File: src/rtl/rbf_pkg.sv
package rbf_pkg;

  localparam int XLEN      = 32;
  localparam int MODE_W    = 5;
  localparam int RADDR_W   = 4;

  // physical general register counts
  localparam int COMMON_CNT = 15;                 // r0..r14 shared copy
  localparam int FAST_CNT   = 7;                  // r8..r14 private to fast irq
  localparam int PAIR_CNT   = 2;                  // r13,r14 per other exception mode
  localparam int PAIR_MODES = 4;
  localparam int NUM_GPR    = COMMON_CNT + FAST_CNT + PAIR_CNT * PAIR_MODES;
  localparam int PHYS_W     = $clog2(NUM_GPR);
  localparam int NUM_SAVED  = 1 + PAIR_MODES;
  localparam int FAST_FIRST = 8;
  localparam int PAIR_FIRST = 13;
  localparam logic [RADDR_W-1:0] PC_ADDR = 4'hF;

  // status word layout
  localparam int Q_BIT = 27;
  localparam logic [XLEN-1:0] ST_MASK  = 32'hF900_00FF;
  localparam logic [XLEN-1:0] ST_RESET = 32'h0000_00D3;

  typedef enum logic [MODE_W-1:0] {
    MODE_USR  = 5'b10000,
    MODE_FAST = 5'b10001,
    MODE_IRQ  = 5'b10010,
    MODE_SVC  = 5'b10011,
    MODE_ABT  = 5'b10111,
    MODE_UND  = 5'b11011,
    MODE_SYS  = 5'b11111
  } mode_e;

  typedef enum logic [2:0] {
    BK_COMMON = 3'd0,
    BK_FAST   = 3'd1,
    BK_IRQ    = 3'd2,
    BK_SVC    = 3'd3,
    BK_ABT    = 3'd4,
    BK_UND    = 3'd5
  } bank_e;

  function automatic bank_e bank_of(input logic [MODE_W-1:0] code);
    case (code)
      MODE_FAST: bank_of = BK_FAST;
      MODE_IRQ:  bank_of = BK_IRQ;
      MODE_SVC:  bank_of = BK_SVC;
      MODE_ABT:  bank_of = BK_ABT;
      MODE_UND:  bank_of = BK_UND;
      default:   bank_of = BK_COMMON;
    endcase
  endfunction

endpackage

File: src/rtl/rbf_bank_map.sv
module rbf_bank_map
  import rbf_pkg::*;
(
  input  bank_e                     bank,
  input  logic [RADDR_W-1:0]        arch,
  output logic [PHYS_W-1:0]         phys
);

  // layout: 0..14 common, 15..21 fast r8..r14, 22..29 pairs r13/r14
  localparam int FAST_BASE = COMMON_CNT;
  localparam int PAIR_BASE = COMMON_CNT + FAST_CNT;

  always_comb begin
    phys = PHYS_W'(arch);
    if (bank == BK_FAST && int'(arch) >= FAST_FIRST) begin
      phys = PHYS_W'(FAST_BASE + int'(arch) - FAST_FIRST);
    end else if (bank != BK_COMMON && bank != BK_FAST && int'(arch) >= PAIR_FIRST) begin
      phys = PHYS_W'(PAIR_BASE + PAIR_CNT * (int'(bank) - int'(BK_IRQ))
                     + int'(arch) - PAIR_FIRST);
    end
  end

endmodule

File: src/rtl/rbf_gpr_store.sv
module rbf_gpr_store
  import rbf_pkg::*;
#(
  parameter int DATA_W = XLEN,
  parameter int DEPTH  = NUM_GPR,
  parameter int NRD    = 2
) (
  input  logic                         clk,
  input  logic                         rst_n,
  input  logic                         we,
  input  logic [PHYS_W-1:0]            waddr,
  input  logic [DATA_W-1:0]            wdata,
  input  logic [NRD-1:0][PHYS_W-1:0]   raddr,
  output logic [NRD-1:0][DATA_W-1:0]   rdata
);

  logic [DATA_W-1:0] mem_q [DEPTH];

  for (genvar e = 0; e < DEPTH; e++) begin : g_entry
    logic en;
    assign en = we && (waddr == PHYS_W'(e));
    always_ff @(posedge clk or negedge rst_n) begin
      if (!rst_n)  mem_q[e] <= '0;
      else if (en) mem_q[e] <= wdata;
    end
  end

  for (genvar p = 0; p < NRD; p++) begin : g_rd
    assign rdata[p] = mem_q[raddr[p]];
  end

endmodule

File: src/rtl/rbf_status.sv
module rbf_status
  import rbf_pkg::*;
(
  input  logic            clk,
  input  logic            rst_n,
  input  bank_e           bank,
  input  logic            st_wr_en,
  input  logic [XLEN-1:0] st_wr_data,
  input  logic            sat_set,
  output logic [XLEN-1:0] st_q,
  input  logic            sv_wr_en,
  input  logic [XLEN-1:0] sv_wr_data,
  output logic [XLEN-1:0] sv_rd
);

  logic [XLEN-1:0] cur_d;
  logic            cur_en;

  always_comb begin
    cur_d  = st_q;
    cur_en = st_wr_en | sat_set;
    if (st_wr_en) cur_d = st_wr_data & ST_MASK;
    if (sat_set)  cur_d[Q_BIT] = 1'b1;
  end

  always_ff @(posedge clk or negedge rst_n) begin
    if (!rst_n)      st_q <= ST_RESET;
    else if (cur_en) st_q <= cur_d;
  end

  logic [XLEN-1:0] sv_q [NUM_SAVED];

  for (genvar s = 0; s < NUM_SAVED; s++) begin : g_saved
    logic en;
    assign en = sv_wr_en && (bank == bank_e'(3'(s + 1)));
    always_ff @(posedge clk or negedge rst_n) begin
      if (!rst_n)  sv_q[s] <= '0;
      else if (en) sv_q[s] <= sv_wr_data & ST_MASK;
    end
  end

  logic [2:0] sidx;
  assign sidx  = 3'(bank) - 3'd1;
  assign sv_rd = (bank == BK_COMMON) ? '0 : sv_q[sidx];

endmodule

File: src/rtl/rbf_top.sv
module rbf_top
  import rbf_pkg::*;
#(
  parameter int DATA_W  = XLEN,
  parameter int PC_STEP = 4
) (
  input  logic                clk,
  input  logic                rst_n,
  input  logic [MODE_W-1:0]   mode_i,
  input  logic [RADDR_W-1:0]  rd_a_addr,
  output logic [DATA_W-1:0]   rd_a_data,
  input  logic [RADDR_W-1:0]  rd_b_addr,
  output logic [DATA_W-1:0]   rd_b_data,
  input  logic                wr_en,
  input  logic [RADDR_W-1:0]  wr_addr,
  input  logic [DATA_W-1:0]   wr_data,
  input  logic                pc_inc,
  output logic [DATA_W-1:0]   pc_o,
  input  logic                st_wr_en,
  input  logic [DATA_W-1:0]   st_wr_data,
  input  logic                sat_set,
  output logic [DATA_W-1:0]   st_rd_data,
  input  logic                sv_wr_en,
  input  logic [DATA_W-1:0]   sv_wr_data,
  output logic [DATA_W-1:0]   sv_rd_data
);

  localparam int NRD = 2;

  bank_e bank;
  assign bank = bank_of(mode_i);

  // ---- read address remap ----
  logic [NRD-1:0][RADDR_W-1:0] rd_arch;
  logic [NRD-1:0][PHYS_W-1:0]  rd_phys;
  logic [NRD-1:0][DATA_W-1:0]  rd_raw;
  logic [NRD-1:0][DATA_W-1:0]  rd_out;

  assign rd_arch[0] = rd_a_addr;
  assign rd_arch[1] = rd_b_addr;

  for (genvar p = 0; p < NRD; p++) begin : g_rmap
    rbf_bank_map u_map (
      .bank (bank),
      .arch (rd_arch[p]),
      .phys (rd_phys[p])
    );
    assign rd_out[p] = (rd_arch[p] == PC_ADDR) ? pc_o : rd_raw[p];
  end

  assign rd_a_data = rd_out[0];
  assign rd_b_data = rd_out[1];

  // ---- write address remap ----
  logic [PHYS_W-1:0] wr_phys;
  logic              gpr_we;
  logic              pc_ld;

  assign pc_ld  = wr_en && (wr_addr == PC_ADDR);
  assign gpr_we = wr_en && !pc_ld;

  rbf_bank_map u_wmap (
    .bank (bank),
    .arch (wr_addr),
    .phys (wr_phys)
  );

  rbf_gpr_store #(
    .DATA_W (DATA_W),
    .DEPTH  (NUM_GPR),
    .NRD    (NRD)
  ) u_store (
    .clk   (clk),
    .rst_n (rst_n),
    .we    (gpr_we),
    .waddr (wr_phys),
    .wdata (wr_data),
    .raddr (rd_phys),
    .rdata (rd_raw)
  );

  // ---- program counter ----
  logic [DATA_W-1:0] pc_d;
  logic              pc_en;

  always_comb begin
    pc_en = pc_ld | pc_inc;
    pc_d  = pc_o + DATA_W'(PC_STEP);
    if (pc_ld) pc_d = wr_data;
  end

  always_ff @(posedge clk or negedge rst_n) begin
    if (!rst_n)     pc_o <= '0;
    else if (pc_en) pc_o <= pc_d;
  end

  // ---- status words ----
  rbf_status u_status (
    .clk        (clk),
    .rst_n      (rst_n),
    .bank       (bank),
    .st_wr_en   (st_wr_en),
    .st_wr_data (st_wr_data),
    .sat_set    (sat_set),
    .st_q       (st_rd_data),
    .sv_wr_en   (sv_wr_en),
    .sv_wr_data (sv_wr_data),
    .sv_rd      (sv_rd_data)
  );

endmodule

File: config.mk
export PLATFORM = sky130hd
export DESIGN_NAME = rbf_top
export DESIGN_NICKNAME = d
export VERILOG_FILES = /design/src/rtl/rbf_pkg.sv /design/src/rtl/rbf_bank_map.sv /design/src/rtl/rbf_gpr_store.sv /design/src/rtl/rbf_status.sv /design/src/rtl/rbf_top.sv
export SDC_FILE = /design/constraint.sdc
export NUM_CORES = 2
export LEC_CHECK = 0
export BUFFER_PORTS_ARGS = -buffer_cell sky130_fd_sc_hd__buf_4
export CAP_MARGIN = 20
export CORE_UTILIZATION = 57
export CTS_CLUSTER_SIZE = 10
export DETAILED_ROUTE_END_ITERATION = 8
export PLACE_DENSITY = 0.78
export SLEW_MARGIN = 5
export SYNTH_ARGS = -nofsm -noshare
export SYNTH_HDL_FRONTEND = slang
export SYNTH_SLANG_ARGS = --single-unit
File: constraint.sdc
create_clock -name clk -period 3.8 [get_ports clk]
set_clock_uncertainty 0.1 [all_clocks]
set_input_delay 0 -clock clk [delete_from_list [all_inputs] [get_ports clk]]
set_output_delay 0 -clock clk [all_outputs]
set_load 0.1 [all_outputs]
# --- Yosys cells after proc, flatten, opt, wreduce, memory -nomap -nowiden ---
# Cells that the tools add are included.
word_totals:
  out_inout_bits: 160
  memories: 0
  ramBits: 0
  latch_bits: 0
  register_bits: 1076
  inputBits: 120
  mem_bits_ro: 0
  word_cells: 184
classes:
  n_mul: 0
  n_lt_le_gt_ge: 9
  shift: 0
  n_div: 0
  mux: 22
  bitwise: 5
  n_reduce_logical: 51
  add_sub_neg: 16
  eq_ne: 43
ops:
  columns: ["cell", "count"]
  rows:
  - ["$bmux W32 S5", 2]
  - ["$mux W32", 10]
  - ["$bmux W32 S3", 1]
  - ["$eq A5 B5 Y1 const B", 19]
  - ["$logic_and A1 B1 Y1", 44]
  - ["$eq A5 B4 Y1 const B", 8]
  - ["$add A32 B3 Y32 const B", 1]
  - ["$mux W5", 6]
  - ["$sub A5 B5 Y5 const B", 6]
  - ["$ge A4 B4 Y1 const B", 7]
  - ["$mux W28", 1]
  - ["$eq A5 B3 Y1 const B", 4]
  - ["$add A4 B4 Y5 const A", 3]
  - ["$add A5 B5 Y5", 3]
  - ["$pmux W3 S5", 1]
  - ["$eq A4 B4 Y1 const B", 3]
  - ["$ge A6 B6 Y1 const B", 2]
  - ["$not A5 Y6", 2]
  - ["$eq A5 B2 Y1 const B", 2]
  - ["$eq A3 B2 Y1 const B", 2]
  - ["$eq A3 B3 Y1 const B", 2]
  - ["$add A5 B5 Y5 const A", 1]
  - ["$eq A5 B1 Y1 const B", 1]
  - ["$logic_not A5 Y1", 1]
  - ["12 further kinds", 14]

# --- Depth between registers and ports, before layout ---
logic_depth:
  depth_word: 13
  ltp_mapped: 20
  depth_no_buf: 16

# --- Modules after synthesis ---
# Synthesis repeated with hierarchy kept, for this count alone.
hier_totals:
  hier_cells: 4017
  hier_area_um2: 58667.5
by_module_without_submodules:
  columns: ["module", "cells_each", "area_each_um2", "n_inst"]
  rows:
  - ["rbf_gpr_store", 3350, 51003.9, 1]
  - ["rbf_status", 265, 4036.4, 1]
  - ["rbf_top", 279, 2598.7, 1]
  - ["rbf_bank_map", 41, 342.8, 3]

# --- Least setup slack after synthesis ---
# No wires, ideal clock.
synth_timing:
  path_type: "input to output"
  from: "input mode_i[1]"
  to: "output rd_b_data[1]"
  path_buffers: 4
  slack_ns: -2.507
  required_ns: 3.700
  arrival_time_ns: 6.207
  path_stages: 19
  cell_sequence: "nand2b_1 > nand3_1 > clkbuf_1 > inv_1 > ha_1 > clkbuf_1 > inv_1 > ha_1 > ha_1 > a21o_1 > a21oi_1 > xor2_1 > xnor2_1 > a32o_1 > clkbuf_1 > nand2_1 > clkbuf_1 > a211oi_1 > nor4_1"
synth_via:
  elab_chain_cells: 13
synth_rtl:
  columns: ["element", "line", "source"]
  rows:
  - ["start, declared", "rbf_top.sv:9", "input logic [MODE_W-1:0] mode_i,"]
  - ["$eq A5 B5 Y1", "rbf_pkg.sv:44", "case (code)"]
  - ["$pmux W3 S5 *", "rbf_pkg.sv:44", null]
  - ["$sub A3 B2 Y4", "rbf_bank_map.sv:18", "phys = PHYS_W'(PAIR_BASE + PAIR_CNT * (int'(bank) - int'(BK_IRQ))"]
  - ["$add A5 B5 Y5", "rbf_bank_map.sv:18", null]
  - ["$add A5 B5 Y5", "rbf_bank_map.sv:19", "+ int'(arch) - PAIR_FIRST);"]
  - ["$sub A5 B5 Y5", "rbf_bank_map.sv:19", null]
  - ["$mux W5", "rbf_bank_map.sv:17", "end else if (bank != BK_COMMON && bank != BK_FAST && int'(arch) >= PAIR_FIRST) begin"]
  - ["$mux W5 *", "rbf_bank_map.sv:15", "if (bank == BK_FAST && int'(arch) >= FAST_FIRST) begin"]
  - ["$not A5 Y6 (not written as such) *", "rbf_gpr_store.sv:29", "assign rdata[p] = mem_q[raddr[p]];"]
  - ["$bmux W32 S5 *", "rbf_gpr_store.sv:29", null]
  - ["$mux W32 (not written as such) * (2 in a row)", "rbf_gpr_store.sv:29", null]
  - ["$mux W32 *", "rbf_top.sv:48", "assign rd_out[p] = (rd_arch[p] == PC_ADDR) ? pc_o : rd_raw[p];"]
  - ["end, declared", "rbf_top.sv:13", "output logic [DATA_W-1:0] rd_b_data,"]
# Every way passes the cells marked *; elsewhere a longest branch is shown, timed or not. The select of a mux whose other input is x is not followed.

# --- Worst setup path after layout ---
layout_timing:
  from: "input mode_i[4]"
  to: "output rd_b_data[0]"
# Same word-level chain as after synthesis.

==> reports/results.txt <==
Status - finished, violations left
Failing checks - negative setup slack
All-Layer GR Usage - 0.484
Worst skew pair latency - 0.76 ns
Post-synthesis compound-gate area fraction - 0.113
WL met1 - 88.4 mm
Max Fclk - 256 MHz
FFs w/ async S/R, synth - 1.00
Xor/xnor share of the synthesized area - 0.00753
Synthesized area per cell - 10.8 µm²
CTS H-tree depth - 3
Synth cell count leaders - dfrtp_1 (1071), mux2_2 (1015), nand2_1 (959)
Non-filler cells, final - 7779
Yosys top cell by area - dfrtp_1
Worst setup SP type - input pin
Post-Synth Adder-Cell Area - 0.00844
Yosys top cell area share - 0.443
Die footprint - 107000 µm²
Comb power frac - 0.355
Total gr overflow - 0
DPL Wire Length - 169 mm
Nets@finish - 6479
Number of synthesized flops with an enable pin - 0
Routed WL - 273 mm
Initial DRT Pass Iterations - 9
Most frequent cell after synthesis - dfrtp_1
Slowest library cell on the worst path - a311oi_1
Most used DFF post-synth - dfrtp_1
First-pass GRT wire length - 380 mm
Crit. End Element - output port
Hold Vio Cnt, Final - 0
Mapped cell area - 60500 µm²
Drt via density - 7.41
Critical path peak fanout - 32
Sum Neg Setup Slack - -1.85 ns
Psw - 0.0160 W
Vias in the first global route - 55800
RSZ-0062 raised after global routing - true
Leak - 34.9 nW
Area Growth Syn to Fin - 28.9%
Layout filler cell count - 6505
Worst-path cell chain - buf_6 -> nor2b_4 -> nand3b_1 -> buf_4 -> buf_4 -> ha_4 -> o22ai_4 -> buf_4 -> a32oi_1 -> buf_4 -> nand2_4 -> buf_12 -> buf_12 -> buf_4 -> a211oi_1 -> a311oi_1 -> a21oi_1 -> a21oi_1 -> o221a_4 -> buf_12
Fraction of layout cells with a size suffix above 1 - 0.414
Avg WL per Cell - 35.1 µm
CTS tree - done
Mapped Cells - 5618
Core Area - 105000 µm²
Maximum capacitance violations - 0
Row cnt - 119
Buf/Inv on CP - 9
Post-route cell area - 78000 µm²
Final min period - 3.91 ns
Top post-synthesis cells by area - dfrtp_1 (44%), mux2_2 (19%), nand2_1 (6.0%)
# setup viols final - 41
Final slew viol count - 0
Final setup margin - -0.110 ns
Delay of the slowest critical-path stage - 0.39 ns
DP Cell Count - 7360
Arr. time, crit path - 3.81 ns
Critical path's top delay family - buffers and inverters
Critical path data required time - 3.70 ns
Synthesized flop and latch total - 1076
Seq pwr share - 0.385
Post-placement cell area - 68900 µm²
Gpl congestion - 1.06
Pint - 0.0262 W
CTS Buffer Depth - 3
Routed wl met3 - 44.2 mm
I/O pin count - 280
Root Driver - clkbuf_16
Fin util - 0.741
Synth Area in Simple Gates - 0.115
Die H - 328 µm
Yosys warning total - 0
Highest routed layer - met5
Met2 Routed Length - 111 mm
Worst-Margin Slew - 1.12 ns
Clock sinks - 1076
Peak supply drop - 0.000603 V
Worst-path clk slew - 0.05 ns
Largest family of logic cells by synthesized area - multiplexers
Inserted Clock Buffers - 121
Buffers on Ports - 207
# DRC - 0
Largest net degree at the start of global routing - 99
Sw Ratio - 0.380
Initial antenna violation count - 10
Initial DRC Count - 9825
Clk pwr share - 0.260
Most used cell, CP - buf_4
Synth unique cells - 77
Final ANT Viol Nets - 0
Die Wd - 328 µm
Total power - 0.0422 W
DR vias - 57600
Mux cell area share after synthesis - 0.262
Post-synthesis sequential area ratio - 0.445
PD cells - 541 nW/µm²
Fin crit share - 1.03
Slew headroom - 0.252
CP Class - in2out
Hold Path Class - in2reg
Starting Density - 0.575
## area by class of cell
cell class | instances | area [µm²] | share of cell area
timing repair buffer | 1123 | 12400 | 0.160
clock buffer | 174 | 3380 | 0.0433
antenna | 12 | 30.0 | 0.000385
sequential | 1076 | 26900 | 0.345
inverter | 27 | 109 | 0.00140
clock inverter | 5 | 73.8 | 0.000947
multi-input combinational | 3971 | 33300 | 0.427
tap | 1391 | 1740 | 0.0223
## cells by family after synthesis
family	Yosys count
xor+xnor	45
other cells	1
flops	1076
compound gates	983
simple gates	1572
buf+inv	607
fa+ha+maj	39
mux	1295
## state kept, by name (all words and copies together) (netlist names)
signal / flops
pc_o: 32
u_status.st_q: 14
u_status.sv_q: 70
u_store.mem_q: 960
## worst register-to-register path, delay by kind of cell (launching register included)
kind / cells / cell delay (ns)
buffers and inverters: 1 / 0.57
XOR/XNOR: 1 / 0.19
AND/OR/NAND/NOR: 6 / 2.13
flip-flops: 1 / 0.57
AO/OA/AOI/OAI: 1 / 0.08
## placed cells by master (no fill, tap or decap), types with 14 or more instances in the layout
cell           synthesis  final
a311oi_2               0     21
buf_4                 88    649
clkbuf_16              0    133
o22ai_1               39     32
nand4_1               15     15
xor2_1                17     15
xnor2_1               23     22
nor2_4                 0     26
nor3_1                26     15
and3_1               218    212
o221a_4                0     14
dfrtp_1             1071   1071
ha_1                  36     26
mux2_1                31     31
buf_12                 0    243
nand3_1              185    168
nand2_2                1     19
buf_6                 10     44
a211oi_1             199    173
a22oi_2                1     19
clkbuf_1             263     40
a21oi_1              228    192
a211oi_2               0     25
conb_1                 1     36
o21ai_0               56     23
a311oi_1              69     44
a21oi_2                2     34
dlygate4sd3_1          0    158
mux2_2              1015   1015
a221oi_1              21     17
a31oi_1              142    131
nor2_1                92     76
o21ai_1                2     19
a22oi_1               55     37
nand2_1              959    928
inv_1                 27     25
mux4_2               127    127
mux2i_1              122    121
## power groups by stage
stage	Sequential (W)	Combinational (W)	Clock, W
6_report	0.0162	0.0150	0.0109
5_1_grt	0.0163	0.0154	0.0113
4_1_cts	0.0159	0.0136	0.0108
3_5_place_dp	0.0161	0.0126	0
3_3_place_gp	0.0159	0.0123	0
2_1_floorplan	0.0162	0.00770	0
## timing repair
| item | CTS | global route |
|---|---|---|
| endpoints found under the hold margin | 1924 | 0 |
| gates cloned | 9 | 10 |
| endpoints found under the setup margin | 64 | 65 |
| resized for setup | 276 | 352 |
| pin swaps | 47 | 137 |
| hold buffers | 159 | 0 |
| setup buffers | 19 | 44 |
## final timing paths
| path | startpoint | end | slack (ns) | depth (start not counted) |
|---|---|---|---|---|
| worst max-delay path | mode_i[4] | rd_b_data[0] | -0.11 | 20 |
| worst max register to register | pc_o[14] | pc_o[31] | 0.03 | 9 |
| min in group asynchronous | rst_n | u_store.mem_q[668] | 0.15 | 3 |
| worst min-delay path | wr_addr[1] | pc_o[1] | 0.04 | 5 |
| max in group asynchronous | rst_n | u_store.mem_q[389] | 2.81 | 4 |
| worst min register to register | u_status.sv_q[28] | u_status.sv_q[28] | 0.41 | 1 |
## routing by layer
| metal | vias up | global-route usage |
|---|---|---|
| li1 | 22000 | - |
| met1 | 28100 | 0.585 |
| met2 | 5606 | 0.675 |
| met3 | 1944 | 0.200 |
| met4 | 8 | 0.398 |
| met5 | - | 0 |
## per-stage QoR
step                hold slack [ns]  worst slack [ns]
finish                       0.0449            -0.110
global route                  0.104            -0.173
CTS                          0.0261          -0.00406
detailed placement           0.0552            -0.473
global placement             0.0711            -0.420
floorplan                    -0.396            -0.380
Power figures use the tool's default switching activity.
